**src/rtl/sec_opgen_pkg.sv**
```systemverilog
package sec_opgen_pkg;

  localparam int OP_W = 3;

  function automatic int idx_width(input int cols, input int parts);
    return $clog2(cols / parts);
  endfunction

  function automatic int word_width(input int cols, input int parts);
    return 3 * idx_width(cols, parts) + 2 * parts;
  endfunction

  // Opcode from the two boundary states: dir 0 places inputs on the
  // left edge of a section, dir 1 on the right edge.
  function automatic logic [OP_W-1:0] half_gate_op(input logic iso_left,
                                                   input logic iso_right,
                                                   input logic dir,
                                                   input logic enable);
    logic drive_in;
    logic drive_out;
    drive_in  = dir ? iso_right : iso_left;
    drive_out = dir ? iso_left  : iso_right;
    return {drive_in & enable, drive_in & enable, drive_out & enable};
  endfunction

endpackage

```
**src/rtl/sec_word_unpack.sv**
```systemverilog
module sec_word_unpack #(
  parameter int IW      = 5,
  parameter int N_PARTS = 32,
  localparam int WORD_W = 3 * IW + 2 * N_PARTS
) (
  input  logic [WORD_W-1:0]  word,
  output logic [IW-1:0]      f_ina,
  output logic [IW-1:0]      f_inb,
  output logic [IW-1:0]      f_out,
  output logic [N_PARTS-1:0] f_en,
  output logic [N_PARTS-2:0] f_sel,
  output logic               f_dir
);
  localparam int EN_LSB  = 3 * IW;
  localparam int SEL_LSB = EN_LSB + N_PARTS;

  always_comb begin
    f_ina = word[IW-1:0];
    f_inb = word[2*IW-1:IW];
    f_out = word[3*IW-1:2*IW];
    f_en  = word[SEL_LSB-1:EN_LSB];
    f_sel = word[WORD_W-2:SEL_LSB];
    f_dir = word[WORD_W-1];
  end
endmodule

```
**src/rtl/sec_part_slice.sv**
```systemverilog
module sec_part_slice
  import sec_opgen_pkg::*;
(
  input  logic            iso_left,
  input  logic            iso_right,
  input  logic            dir,
  input  logic            enable,
  output logic [OP_W-1:0] op
);
  always_comb op = half_gate_op(iso_left, iso_right, dir, enable);
endmodule

```
**src/rtl/section_opcode_gen.sv**
```systemverilog
module section_opcode_gen
  import sec_opgen_pkg::*;
#(
  parameter int N_COLS  = 1024,
  parameter int N_PARTS = 32,
  localparam int IW     = idx_width(N_COLS, N_PARTS),
  localparam int WORD_W = word_width(N_COLS, N_PARTS)
) (
  input  logic                    clk,
  input  logic                    rst_n,
  input  logic                    msg_valid,
  input  logic [WORD_W-1:0]       msg,
  output logic                    op_valid,
  output logic [IW-1:0]           idx_a,
  output logic [IW-1:0]           idx_b,
  output logic [IW-1:0]           idx_out,
  output logic [OP_W*N_PARTS-1:0] part_ops
);
  logic [IW-1:0]           w_ina, w_inb, w_out;
  logic [N_PARTS-1:0]      w_en;
  logic [N_PARTS-2:0]      w_sel;
  logic                    w_dir;
  logic [N_PARTS:0]        boundary_iso;   // boundary b sits left of partition b
  logic [OP_W*N_PARTS-1:0] next_ops;

  sec_word_unpack #(.IW(IW), .N_PARTS(N_PARTS)) u_unpack (
    .word(msg), .f_ina(w_ina), .f_inb(w_inb), .f_out(w_out),
    .f_en(w_en), .f_sel(w_sel), .f_dir(w_dir)
  );

  // Array edges act as isolating boundaries
  always_comb boundary_iso = {1'b1, w_sel, 1'b1};

  for (genvar p = 0; p < N_PARTS; p++) begin : g_part
    sec_part_slice u_slice (
      .iso_left (boundary_iso[p]),
      .iso_right(boundary_iso[p+1]),
      .dir      (w_dir),
      .enable   (w_en[p]),
      .op       (next_ops[OP_W*p +: OP_W])
    );

    assert_inputs_equal_R3: assert property (@(posedge clk) disable iff (!rst_n)
      part_ops[OP_W*p+2] == part_ops[OP_W*p+1]);

    assert_disabled_zero_R6: assert property (@(posedge clk) disable iff (!rst_n)
      (msg_valid && !w_en[p]) |=> (part_ops[OP_W*p +: OP_W] == 3'b000));

    assert_lone_section_R8: assert property (@(posedge clk) disable iff (!rst_n)
      (msg_valid && w_en[p] && boundary_iso[p] && boundary_iso[p+1])
        |=> (part_ops[OP_W*p +: OP_W] == 3'b111));
  end

  always_ff @(posedge clk) begin
    if (!rst_n || !msg_valid) begin
      op_valid <= 1'b0;
      idx_a    <= '0;
      idx_b    <= '0;
      idx_out  <= '0;
      part_ops <= '0;
    end else begin
      op_valid <= 1'b1;
      idx_a    <= w_ina;
      idx_b    <= w_inb;
      idx_out  <= w_out;
      part_ops <= next_ops;
    end
  end

  assert_valid_follows_R9: assert property (@(posedge clk) disable iff (!rst_n)
    1'b1 |=> (op_valid == $past(msg_valid)));

  assert_idle_clear_R9: assert property (@(posedge clk) disable iff (!rst_n)
    !op_valid |-> (part_ops == '0 && idx_a == '0 && idx_b == '0 && idx_out == '0));

  assert_shared_index_R2: assert property (@(posedge clk) disable iff (!rst_n)
    msg_valid |=> (idx_a == $past(msg[IW-1:0]) && idx_out == $past(msg[3*IW-1:2*IW])));

endmodule

```
**config.mk**
```make
export PLATFORM = sky130hd
export DESIGN_NAME = section_opcode_gen
export DESIGN_NICKNAME = d
export VERILOG_FILES = /design/src/rtl/sec_opgen_pkg.sv /design/src/rtl/sec_word_unpack.sv /design/src/rtl/sec_part_slice.sv /design/src/rtl/section_opcode_gen.sv
export SDC_FILE = /design/constraint.sdc
export NUM_CORES = 1
export LEC_CHECK = 0
export CAP_MARGIN = 5
export CORE_ASPECT_RATIO = 1.25
export CORE_MARGIN = 1.5
export CORE_UTILIZATION = 33
export CTS_BUF_LIST = sky130_fd_sc_hd__clkbuf_4 sky130_fd_sc_hd__clkbuf_8
export CTS_CLUSTER_DIAMETER = 60
export DETAILED_ROUTE_END_ITERATION = 16
export PLACE_DENSITY = 0.77
export SYNTH_ARGS = -nofsm -noshare
export SYNTH_HDL_FRONTEND = slang
export SYNTH_SLANG_ARGS = --single-unit
```
**constraint.sdc**
```tcl
create_clock -name clk -period 0.8 [get_ports clk]
set_clock_uncertainty 0.05 [all_clocks]
set_input_delay 0.08 -clock clk [delete_from_list [all_inputs] [get_ports clk]]
set_output_delay 0.08 -clock clk [all_outputs]
set_load 0.01 [all_outputs]
```
==> metrics.txt <==
kind of critical path=flip-flop to output pin; crit path max fanout=2; Worst-path clk slew=0.08 ns; CP max stage delay=0.36 ns; switch share=0.241; Mapped Avg Cell Area=9.59 sq um; Final ANT Viol Nets=0; Setup WS post-layout=-0.137 ns; # diodes=0; slew at the pin closest to its max-slew limit=0.159 ns; Routed WL per cell=14.3 um; Max Fclk=1.07 GHz; 1st-iter DRT viols=100; input/output buffers=193; maximum vdd ir drop=975 uV; Post-Synthesis Cells=307; Pre-antenna DRT Iters=4; count leader, synth=dfxtp_1; CTS sink cnt=80; max_slew headroom=0.894; H-tree Lvls=3; RSZ-0062 raised after global routing=yes; dpl hpwl=6570 um; Post-synth EDFFs=0; nets=551; grt ovf=0; Routed Wire Length=8480 um; synth unique cells=15; Synth top cells by count=dfxtp_1 (80), a21oi_1 (56), buf_4 (36); deepest clock path buffer count=2; Die X=87.5 um; number of synthesis warnings=0; CTS Buf Count=9; Cell Pwr Density=1600 mW/mm^2; Switch Pwr=1.92 mW; synth-to-layout area growth=68.9%; worst path cell trace=buf_6; Layout Cells excl Fill=592; P_leak=2.18 nW; detailed-route vias per instance=4.57; global-route wire length before repair=13000 um; Yosys reg bits=80; Core Area=0.00865 sq mm; fin crit share=1.17; Setup TNS=-11.72 ns; effective utilization at floorplan=0.340; ys async rst share=0; die area=0.00950 sq mm; largest net degree at the start of global routing=35; number of global-route vias before repair=2732; CTS tree=built; share of cells above drive strength 1=0.434; Final Hold Fails=0; Clock Power Share=0.313; IO Pins=194; Root Buffer=clkbuf_8; crit end category=output pin; outcome=complete, but fails checks; Combinational Power Share=0.162; Seq pwr share=0.525; Netlist Area Pre-Place=0.00295 sq mm; failing checks=negative setup slack; leading register cell type out of synthesis=dfxtp_1; critical path's slowest cell=dfxtp_2; cell count after placement=578; DR vias=2703; setup violators final=112; Final min period=0.937 ns; CP Launch Type=flip-flop; WP data arrival=0.81 ns; worst hold path type=input pin to flip-flop; drt drc=0; internal power=6.05 mW; Maximum Capacitance Violations=0; RD Place Congestion=0.803; initial antenna violation count=0; CP delay by family, top=flip-flops; data required time of the worst path=0.67 ns; Place WS=-0.230 ns; area leader, netlist=dfxtp_1; Syn Nets=389; Site Rows=38; sequential area share after synthesis=0.544; buffers and inverters on the worst path=1; share of Yosys cell area claimed by the top area cell type=0.544; die height=109 um; Final Max Slew Viols=0; top cells by area, synth=dfxtp_1 (54%), a21oi_1 (9.5%), buf_4 (9.2%), nand2b_1 (6.6%), nand2_1 (4.0%); total design power=7.97 mW; GRT Util Overall=0.177
==> tightest hold or removal path, delay by kind of cell <==
family / cells / cell delay, ns
and+or+nand+nor: 1 / 0.07
buffers and inverters: 2 / 0.29
AOI/OAI and AO/OA: 1 / 0.04
==> path summary, 6_finish.rpt <==
path | cells past startpoint | slack (ns) | startpoint | end
worst min-delay path | 4 | 0.14 | msg_valid | part_ops[2]
worst max-delay path | 1 | -0.14 | part_ops[56] | part_ops[55]
==> state kept, by name, summed over array words and instances (netlist names) <==
register  count
idx_a         5
idx_b         5
idx_out       5
op_valid      1
part_ops     64
==> metal layers <==
layer	global-route usage	vias up	wire [um]
li1	-	1319	-
met5	0	-	0
met3	0.0439	18	647
met1	0.192	1239	3100
met4	0.0862	0	209
met2	0.318	127	4530
==> through the flow <==
stage          hold slack [ns]  cell area, sq um  utilization
2_1_floorplan            0.146              2950            -
3_3_place_gp             0.480              4770        0.551
3_5_place_dp             0.486              4770        0.551
4_1_cts                  0.118              4880        0.564
5_1_grt                  0.147              4980        0.575
6_report                 0.143              4980        0.575
==> logic make-up after synthesis <==
family	count (synthesis)	share of synthesized area
buffers and inverters	51	0.127
AOI/OAI and AO/OA	62	0.113
and+or+nand+nor	114	0.216
DFF	80	0.544
==> timing repair <==
item,CTS,global route
setup buffers,0,0
setup endpoints to repair,112,112
gates resized for setup,561,26
hold buffers,0,0
==> power by group through the flow <==
| stage | clock (mW) | combinational (mW) | sequential (mW) |
|---|---|---|---|
| floorplan | 0 | 0.456 | 4.30 |
| global placement | 0 | 1.30 | 4.24 |
| detailed placement | 0 | 1.32 | 4.24 |
| CTS | 2.60 | 1.28 | 4.18 |
| global route | 2.76 | 1.40 | 4.19 |
| finish | 2.49 | 1.29 | 4.18 |
==> placed cells by master (no fill, tap or decap), types with 3 or more instances in the layout <==
master,synthesis,final
dfxtp_2,0,53
buf_12,0,6
nand2b_1,31,31
and3_1,15,15
nand3_1,22,22
nand3_2,10,10
buf_6,6,86
nor2_1,4,4
dfxtp_1,80,27
a21oi_1,56,56
clkdlybuf4s50_1,0,78
a21oi_2,6,6
clkinv_2,0,3
clkbuf_8,0,10
nand2_1,31,31
buf_2,3,29
==> final cells by class <==
type	instances	area, sq um
Multi-Input combinational cell	176	968
Timing Repair Buffer	200	2020
Clock inverter	4	22.5
Fill cell	773	3680
Clock buffer	10	138
Tap cell	120	150
Inverter	2	7.51
Sequential cell	80	1670
(Power assumes the default switching activity.)
